File: src/rtl/smbh_pkg.sv
// Package: shared offsets, transaction codes and bit positions for the
// SMBus host register front-end. Assumes byte-wide registers.
package smbh_pkg;

    // Register byte offsets
    localparam int OFF_STAT = 0;
    localparam int OFF_CTRL = 2;
    localparam int OFF_CMD  = 3;
    localparam int OFF_TGT  = 4;
    localparam int OFF_D0   = 5;
    localparam int OFF_D1   = 6;
    localparam int OFF_BLK  = 7;
    localparam int OFF_PEC  = 8;
    localparam int OFF_AUXS = 12;
    localparam int OFF_AUXC = 13;

    // Plain byte registers occupy a contiguous offset range
    localparam int PLAIN_BASE = OFF_CMD;
    localparam int PLAIN_CNT  = OFF_PEC - OFF_CMD + 1;

    // Status bit positions
    localparam int ST_BUSY  = 0;
    localparam int ST_INTR  = 1;
    localparam int ST_DEV   = 2;
    localparam int ST_BUS   = 3;
    localparam int ST_FAIL  = 4;
    localparam int ST_ALERT = 5;
    localparam int ST_INUSE = 6;
    localparam int ST_BDONE = 7;

    // Sticky write-one-to-clear flags
    localparam logic [7:0] STICKY_MASK = 8'b1001_1110;

    // Control bit positions
    localparam int CT_KILL  = 1;
    localparam int CT_TYLO  = 2;
    localparam int CT_LAST  = 5;
    localparam int CT_START = 6;
    localparam int CT_PEC   = 7;

    typedef enum logic [2:0] {
        XT_QUICK = 3'd0,
        XT_BYTE  = 3'd1,
        XT_BDATA = 3'd2,
        XT_WORD  = 3'd3,
        XT_PCALL = 3'd4,
        XT_BLOCK = 3'd5,
        XT_I2CB  = 3'd6,
        XT_RSVD  = 3'd7
    } xtype_e;

    typedef struct packed {
        logic   pec;
        logic   last;
        xtype_e xtype;
        logic   kill;
    } ctrl_t;

endpackage

File: src/rtl/smbh_regfile.sv
// Register file: plain byte registers, the control fields and auxiliary
// control. Assumes the sequencer supplies busy; while busy only the kill and
// last fields of control may change. Engine loads win over software writes.
module smbh_regfile
    import smbh_pkg::*;
#(
    parameter int AW = 4,
    parameter int DW = 8,
    parameter int NPLAIN = PLAIN_CNT,
    parameter int AUXW = 2
) (
    input  logic                     clk,
    input  logic                     rst_n,
    input  logic                     wr_en,
    input  logic [AW-1:0]            wr_off,
    input  logic [DW-1:0]            wr_data,
    input  logic                     busy,
    input  logic [NPLAIN-1:0]        load_vec,
    input  logic [NPLAIN-1:0][DW-1:0] load_val,
    output logic [NPLAIN-1:0][DW-1:0] plain_q,
    output ctrl_t                    ctrl_q,
    output logic [AUXW-1:0]          aux_q
);

    // One byte register per contiguous plain offset
    for (genvar i = 0; i < NPLAIN; i++) begin : g_plain
        localparam logic [AW-1:0] MY_OFF = AW'(PLAIN_BASE + i);
        logic hit;
        assign hit = wr_en && (wr_off == MY_OFF);

        // Byte register update: engine load, else software write
        always_ff @(posedge clk) begin
            if (!rst_n)             plain_q[i] <= '0;
            else if (load_vec[i])   plain_q[i] <= load_val[i];
            else if (hit)           plain_q[i] <= wr_data;
        end
    end

    logic ctrl_hit;
    logic aux_hit;
    assign ctrl_hit = wr_en && (wr_off == AW'(OFF_CTRL));
    assign aux_hit  = wr_en && (wr_off == AW'(OFF_AUXC));

    // Control fields: full update while idle, kill/last only while busy
    always_ff @(posedge clk) begin
        if (!rst_n) begin
            ctrl_q <= '0;
        end else if (ctrl_hit) begin
            ctrl_q.kill <= wr_data[CT_KILL];
            ctrl_q.last <= wr_data[CT_LAST];
            if (!busy) begin
                ctrl_q.pec   <= wr_data[CT_PEC];
                ctrl_q.xtype <= xtype_e'(wr_data[CT_TYLO +: 3]);
            end
        end
    end

    // Auxiliary control keeps its low AUXW bits
    always_ff @(posedge clk) begin
        if (!rst_n)       aux_q <= '0;
        else if (aux_hit) aux_q <= wr_data[AUXW-1:0];
    end

endmodule

File: src/rtl/smbh_seq.sv
// Sequencer: owns host-busy, accepts start, applies kill, and turns engine
// reports into one-cycle flag-set events. Assumes the engine raises done at
// most once per start; reports while idle are dropped.
module smbh_seq (
    input  logic clk,
    input  logic rst_n,
    input  logic ctrl_wr,
    input  logic wr_start,
    input  logic wr_kill,
    input  logic eng_done,
    input  logic eng_dev_err,
    input  logic eng_bus_err,
    input  logic eng_byte_done,
    output logic busy,
    output logic eng_start,
    output logic eng_abort,
    output logic ev_intr,
    output logic ev_dev,
    output logic ev_bus,
    output logic ev_fail,
    output logic ev_bdone
);

    logic kill_now;
    logic start_ok;
    logic done_ok;

    assign kill_now = ctrl_wr && wr_kill && busy;
    assign start_ok = ctrl_wr && wr_start && !wr_kill && !busy;
    assign done_ok  = eng_done && busy && !kill_now;

    // Busy state and one-cycle engine request/abort pulses
    always_ff @(posedge clk) begin
        if (!rst_n) begin
            busy      <= 1'b0;
            eng_start <= 1'b0;
            eng_abort <= 1'b0;
        end else begin
            eng_start <= start_ok;
            eng_abort <= kill_now;
            if (start_ok)                 busy <= 1'b1;
            else if (kill_now || done_ok) busy <= 1'b0;
        end
    end

    // Flag-set events derived from the same-cycle engine report
    always_comb begin
        ev_fail  = kill_now;
        ev_dev   = done_ok && eng_dev_err;
        ev_bus   = done_ok && eng_bus_err;
        ev_intr  = done_ok && !eng_dev_err && !eng_bus_err;
        ev_bdone = eng_byte_done && busy && !kill_now;
    end

endmodule

File: src/rtl/smbh_status.sv
// Status flags: one sticky write-one-to-clear bit per set position in MASK;
// other positions are tied low. A set in the clearing cycle wins.
module smbh_status #(
    parameter int W = 8,
    parameter logic [W-1:0] MASK = 8'b1001_1110
) (
    input  logic         clk,
    input  logic         rst_n,
    input  logic [W-1:0] set_vec,
    input  logic         clr_wr,
    input  logic [W-1:0] clr_data,
    output logic [W-1:0] flags
);

    for (genvar i = 0; i < W; i++) begin : g_flag
        if (MASK[i]) begin : g_sticky
            // Sticky flag with set priority over clear
            always_ff @(posedge clk) begin
                if (!rst_n)          flags[i] <= 1'b0;
                else if (set_vec[i]) flags[i] <= 1'b1;
                else if (clr_wr && clr_data[i]) flags[i] <= 1'b0;
            end
        end else begin : g_none
            assign flags[i] = 1'b0;
        end
    end

endmodule

File: src/rtl/smbh_host_regs.sv
// Top: SMBus host register front-end. Decodes the byte bus, routes the
// engine request fields, selects result loads and muxes read data.
// Assumes reads have no side effects and bus_rdata is sampled combinationally.
module smbh_host_regs
    import smbh_pkg::*;
#(
    parameter int AW = 4,
    parameter int DW = 8
) (
    input  logic          clk,
    input  logic          rst_n,
    input  logic          bus_wr,
    input  logic [AW-1:0] bus_addr,
    input  logic [DW-1:0] bus_wdata,
    output logic [DW-1:0] bus_rdata,
    input  logic          alert_in,
    output logic          irq,
    output logic          eng_start,
    output logic          eng_abort,
    output logic [2:0]    eng_xtype,
    output logic          eng_pec,
    output logic          eng_last,
    output logic [6:0]    eng_target,
    output logic          eng_rnw,
    output logic [DW-1:0] eng_cmd,
    output logic [DW-1:0] eng_wdata0,
    output logic [DW-1:0] eng_wdata1,
    output logic [DW-1:0] eng_blk_byte,
    output logic [DW-1:0] eng_pec_byte,
    output logic          eng_blk_mode,
    input  logic          eng_done,
    input  logic          eng_dev_err,
    input  logic          eng_bus_err,
    input  logic          eng_byte_done,
    input  logic [DW-1:0] eng_rx0,
    input  logic [DW-1:0] eng_rx1
);

    localparam int NPLAIN = PLAIN_CNT;
    localparam int I_CMD  = OFF_CMD - PLAIN_BASE;
    localparam int I_TGT  = OFF_TGT - PLAIN_BASE;
    localparam int I_D0   = OFF_D0  - PLAIN_BASE;
    localparam int I_D1   = OFF_D1  - PLAIN_BASE;
    localparam int I_BLK  = OFF_BLK - PLAIN_BASE;
    localparam int I_PEC  = OFF_PEC - PLAIN_BASE;
    localparam int AUXW   = 2;

    logic                      busy;
    logic                      ev_intr, ev_dev, ev_bus, ev_fail, ev_bdone;
    logic [NPLAIN-1:0]         load_vec;
    logic [NPLAIN-1:0][DW-1:0] load_val;
    logic [NPLAIN-1:0][DW-1:0] plain_q;
    ctrl_t                     ctrl_q;
    logic [AUXW-1:0]           aux_q;
    logic [7:0]                set_vec;
    logic [7:0]                st_flags;
    logic                      ctrl_wr;
    logic                      stat_wr;

    assign ctrl_wr = bus_wr && (bus_addr == AW'(OFF_CTRL));
    assign stat_wr = bus_wr && (bus_addr == AW'(OFF_STAT));

    smbh_seq seq_i (
        .clk           (clk),
        .rst_n         (rst_n),
        .ctrl_wr       (ctrl_wr),
        .wr_start      (bus_wdata[CT_START]),
        .wr_kill       (bus_wdata[CT_KILL]),
        .eng_done      (eng_done),
        .eng_dev_err   (eng_dev_err),
        .eng_bus_err   (eng_bus_err),
        .eng_byte_done (eng_byte_done),
        .busy          (busy),
        .eng_start     (eng_start),
        .eng_abort     (eng_abort),
        .ev_intr       (ev_intr),
        .ev_dev        (ev_dev),
        .ev_bus        (ev_bus),
        .ev_fail       (ev_fail),
        .ev_bdone      (ev_bdone)
    );

    // Result load selection: which data registers take returned bytes
    always_comb begin
        logic rd_one;
        logic rd_two;
        rd_one = (plain_q[I_TGT][0] &&
                  (ctrl_q.xtype == XT_BYTE || ctrl_q.xtype == XT_BDATA ||
                   ctrl_q.xtype == XT_WORD)) || ctrl_q.xtype == XT_PCALL;
        rd_two = (plain_q[I_TGT][0] && ctrl_q.xtype == XT_WORD) ||
                 ctrl_q.xtype == XT_PCALL;
        load_vec        = '0;
        load_val        = '0;
        load_vec[I_D0]  = ev_intr && rd_one;
        load_vec[I_D1]  = ev_intr && rd_two;
        load_val[I_D0]  = eng_rx0;
        load_val[I_D1]  = eng_rx1;
    end

    smbh_regfile #(.AW(AW), .DW(DW), .NPLAIN(NPLAIN), .AUXW(AUXW)) regs_i (
        .clk      (clk),
        .rst_n    (rst_n),
        .wr_en    (bus_wr),
        .wr_off   (bus_addr),
        .wr_data  (bus_wdata),
        .busy     (busy),
        .load_vec (load_vec),
        .load_val (load_val),
        .plain_q  (plain_q),
        .ctrl_q   (ctrl_q),
        .aux_q    (aux_q)
    );

    // Flag-set vector in status bit order
    always_comb begin
        set_vec           = '0;
        set_vec[ST_INTR]  = ev_intr;
        set_vec[ST_DEV]   = ev_dev;
        set_vec[ST_BUS]   = ev_bus;
        set_vec[ST_FAIL]  = ev_fail;
        set_vec[ST_BDONE] = ev_bdone;
    end

    smbh_status #(.W(8), .MASK(STICKY_MASK)) stat_i (
        .clk      (clk),
        .rst_n    (rst_n),
        .set_vec  (set_vec),
        .clr_wr   (stat_wr),
        .clr_data (bus_wdata[7:0]),
        .flags    (st_flags)
    );

    // Engine-facing request fields
    always_comb begin
        eng_xtype    = ctrl_q.xtype;
        eng_pec      = ctrl_q.pec || aux_q[0];
        eng_last     = ctrl_q.last;
        eng_target   = plain_q[I_TGT][7:1];
        eng_rnw      = plain_q[I_TGT][0];
        eng_cmd      = plain_q[I_CMD];
        eng_wdata0   = plain_q[I_D0];
        eng_wdata1   = plain_q[I_D1];
        eng_blk_byte = plain_q[I_BLK];
        eng_pec_byte = plain_q[I_PEC];
        eng_blk_mode = aux_q[1];
        irq          = st_flags[ST_INTR] || st_flags[ST_DEV] ||
                       st_flags[ST_BUS]  || st_flags[ST_FAIL];
    end

    // Read data multiplexer
    always_comb begin
        logic [7:0] stat_b;
        stat_b           = st_flags;
        stat_b[ST_BUSY]  = busy;
        stat_b[ST_ALERT] = alert_in;
        stat_b[ST_INUSE] = 1'b0;
        bus_rdata = '0;
        if (bus_addr == AW'(OFF_STAT)) begin
            bus_rdata = DW'(stat_b);
        end else if (bus_addr == AW'(OFF_CTRL)) begin
            bus_rdata = DW'({ctrl_q.pec, 1'b0, ctrl_q.last, ctrl_q.xtype,
                             ctrl_q.kill, 1'b0});
        end else if (bus_addr >= AW'(PLAIN_BASE) &&
                     bus_addr <= AW'(PLAIN_BASE + NPLAIN - 1)) begin
            bus_rdata = plain_q[bus_addr - AW'(PLAIN_BASE)];
        end else if (bus_addr == AW'(OFF_AUXC)) begin
            bus_rdata = DW'(aux_q);
        end
    end

endmodule

File: config.mk
export PLATFORM = sky130hd
export DESIGN_NAME = smbh_host_regs
export DESIGN_NICKNAME = d
export VERILOG_FILES = /design/src/rtl/smbh_pkg.sv /design/src/rtl/smbh_regfile.sv /design/src/rtl/smbh_seq.sv /design/src/rtl/smbh_status.sv /design/src/rtl/smbh_host_regs.sv
export SDC_FILE = /design/constraint.sdc
export NUM_CORES = 1
export LEC_CHECK = 0
export CORE_UTILIZATION = 45
export CTS_CLUSTER_DIAMETER = 80
export DETAILED_ROUTE_END_ITERATION = 16
export PLACE_DENSITY = 0.74
export REMOVE_ABC_BUFFERS = 1
export SLEW_MARGIN = 20
export SYNTH_ARGS = -nofsm -noshare
export SYNTH_HDL_FRONTEND = slang
export SYNTH_HIERARCHICAL = 1
export SYNTH_SLANG_ARGS = --single-unit
File: constraint.sdc
create_clock -name clk -period 4.5 [get_ports clk]
set_clock_uncertainty 0.05 [all_clocks]
set_input_delay 0.9 -clock clk [delete_from_list [all_inputs] [get_ports clk]]
set_output_delay 0.9 -clock clk [all_outputs]
set_load 0.05 [all_outputs]
==> out/summary.txt <==
Detailed Route Iter0 Violations: 326
Vias: 4134
Final ANT Viol Nets: 0
Initial core utilization: 46.4%
Die span in x: 93.8 microns
DRT Pass-1 Iters: 5
Grt ovf: 0
H-tree depth: 3
First-pass GRT wire length: 20900 microns
CTS clk-pin slew, worst paths: 80 ps
Min Tclk post-route: 4070 ps
Largest stage delay on the critical path: 400 ps
Core area: 8180 sq um
Max-cap violations: 0
Crit-path leading delay family: simple AND/OR/NAND/NOR gates
Hold Vio Cnt, Final: 0
Post-CTS sizing: 0
Cts bufs inserted: 9
Number of global-route vias before repair: 3776
Port bufs: 100
Routing usage on met3: 7.44%
GPL Wtd Cong: 0.944
Fin cells: 675
CTS tree: built
Layout area overhead: 36.0%
Met2 usage: 50.5%
CP Capture Type: output pin
Post-Syn Area: 3800 sq um
HP Class: reg -> reg
Syn Area/Cell: 8.44 sq um
Buffers from clock root to sink, at most: 2
Wire per inst: 20.1 microns
WL final: 13600 microns
Worst slew pin tran: 836 ps
Initial antenna violation count: 0
Outcome: complete, no violations
Crit Path Max Fanout: 18
CTS root buf: clkbuf_8
Setup ws final: 431 ps
Total global-route track usage: 31.4%
Crit path required time: 3550 ps
Cells along the critical path: buf_2 > inv_2 > ha_1 > and3b_1 > nor3_2 > nor2_1 > o2bb2ai_1 > buf_12
Die height: 93.8 microns
CTS Hold Bufs: 0
# IOs: 101
Clock sinks: 64
Static leakage: 1.94 nW
Max Fclk: 246 MHz
Yosys warnings: 6
Met1 Usage GRT: 40.5%
Setup Slack @ Placement: 466 ps
Crit path DAT: 3120 ps
Setup TNS: 0 ps
PwrDens: 277 nW/um^2
Pin count of the biggest net entering global routing: 33
Crit-path slowest cell: nor3_2
Diodes inserted: 0
Share of cells above drive strength 1: 10.7%
Slew headroom: 44.1%
Placed instance count: 659
Rows: 33
DRC: 0
DIE AREA: 8810 sq um
Critical path buffers and inverters: 3
Max VDD drop: 0.000197 V
Final setup violation count: 0
Hold_ws: 443 ps
Mapped Cells: 450
Dpl hpwl: 9700 microns
Critical path class: in -> out
RSZ-0062 raised after global routing: false
Max Slew Vio Count: 0
Clock latency on the worst-skew pair: 350 ps
Setup Buffers After CTS: 0
Nets: 605
Worst setup SP type: input pin
Final period util: 90.4%
GRT busiest layer: met2
Vias per inst: 6.12
-- worst paths after layout --
kind,from,endpoint,slack (ps),depth (start not counted)
setup reg to reg,seq_i/busy,regs_i/plain_q[29],2590,8
hold / removal,regs_i/plain_q[27],regs_i/plain_q[27],440,2
hold reg to reg,regs_i/plain_q[27],regs_i/plain_q[27],440,2
setup / recovery,bus_addr[0],bus_rdata[6],430,8
-- registers in the layout, indices dropped and copies added, names as in the netlist --
name,cells
regs_i/aux_q,2
seq_i/busy,1
seq_i/eng_abort,1
stat_i/flags,5
seq_i/eng_start,1
regs_i/ctrl_q,6
regs_i/plain_q,48
-- power breakdown --
group          leakage [nW]  internal [W]  total (W)  switching, W
clock network        0.0862      0.000204   0.000456      0.000252
logic                  1.33      0.000133   0.000358      0.000225
registers             0.524      0.000589   0.000616     0.0000273
total                  1.94      0.000926    0.00143      0.000505
-- stage by stage --
stage / power, W / instance area [sq um] / utilization [%]
floorplan: 0.000819 / 3740 / -
global placement: 0.000975 / 4980 / 60.9
detailed placement: 0.000979 / 4980 / 60.9
CTS: 0.00143 / 5160 / 63.1
global route: 0.00149 / 5160 / 63.1
finish: 0.00143 / 5160 / 63.1
-- layout by cell type, fill, tap and decap left out, drive strengths merged, types with 5 or more instances in the layout --
cell            n
clkdlybuf4s50  91
o21ai          66
dfxtp          64
conb           36
a31oi          30
a21oi          29
buf            18
mux2i          17
a211oi         17
inv            17
nor3           15
nand2b         13
nand2          13
nor2           12
nand3          11
a21boi         10
and3           10
clkbuf          9
nor4            8
o311a           8
mux4            8
a22oi           6
o22ai           6
nor2b           5
mux2            5
and2            5
-- layer usage --
| metal | vias to the layer above | share of wire, % | routed length, microns |
|---|---|---|---|
| li1 | 1908 | - | - |
| met1 | 1954 | 41 | 5510 |
| met2 | 232 | 47 | 6380 |
| met3 | 40 | 9.2 | 1250 |
| met4 | 0 | 3.0 | 402 |
| met5 | - | 0 | 0 |
-- worst register-to-register path, delay by kind of cell (launching register included) --
family / cells / cell delay, ps
flops: 1 / 460
simple gates: 2 / 330
buf+inv: 3 / 500
compound gates: 3 / 450
-- area by class of cell --
cell class / instances / area, sq um
Clock buffer: 9 / 124
Fill cell: 703 / 3010
Inverter: 15 / 56.3
Timing Repair Buffer: 109 / 1110
Sequential cell: 64 / 1280
Tap cell: 105 / 131
Multi-Input combinational cell: 366 / 2410
Clock inverter: 7 / 55.1
Note: power is estimated with default switching activity, not from simulation.
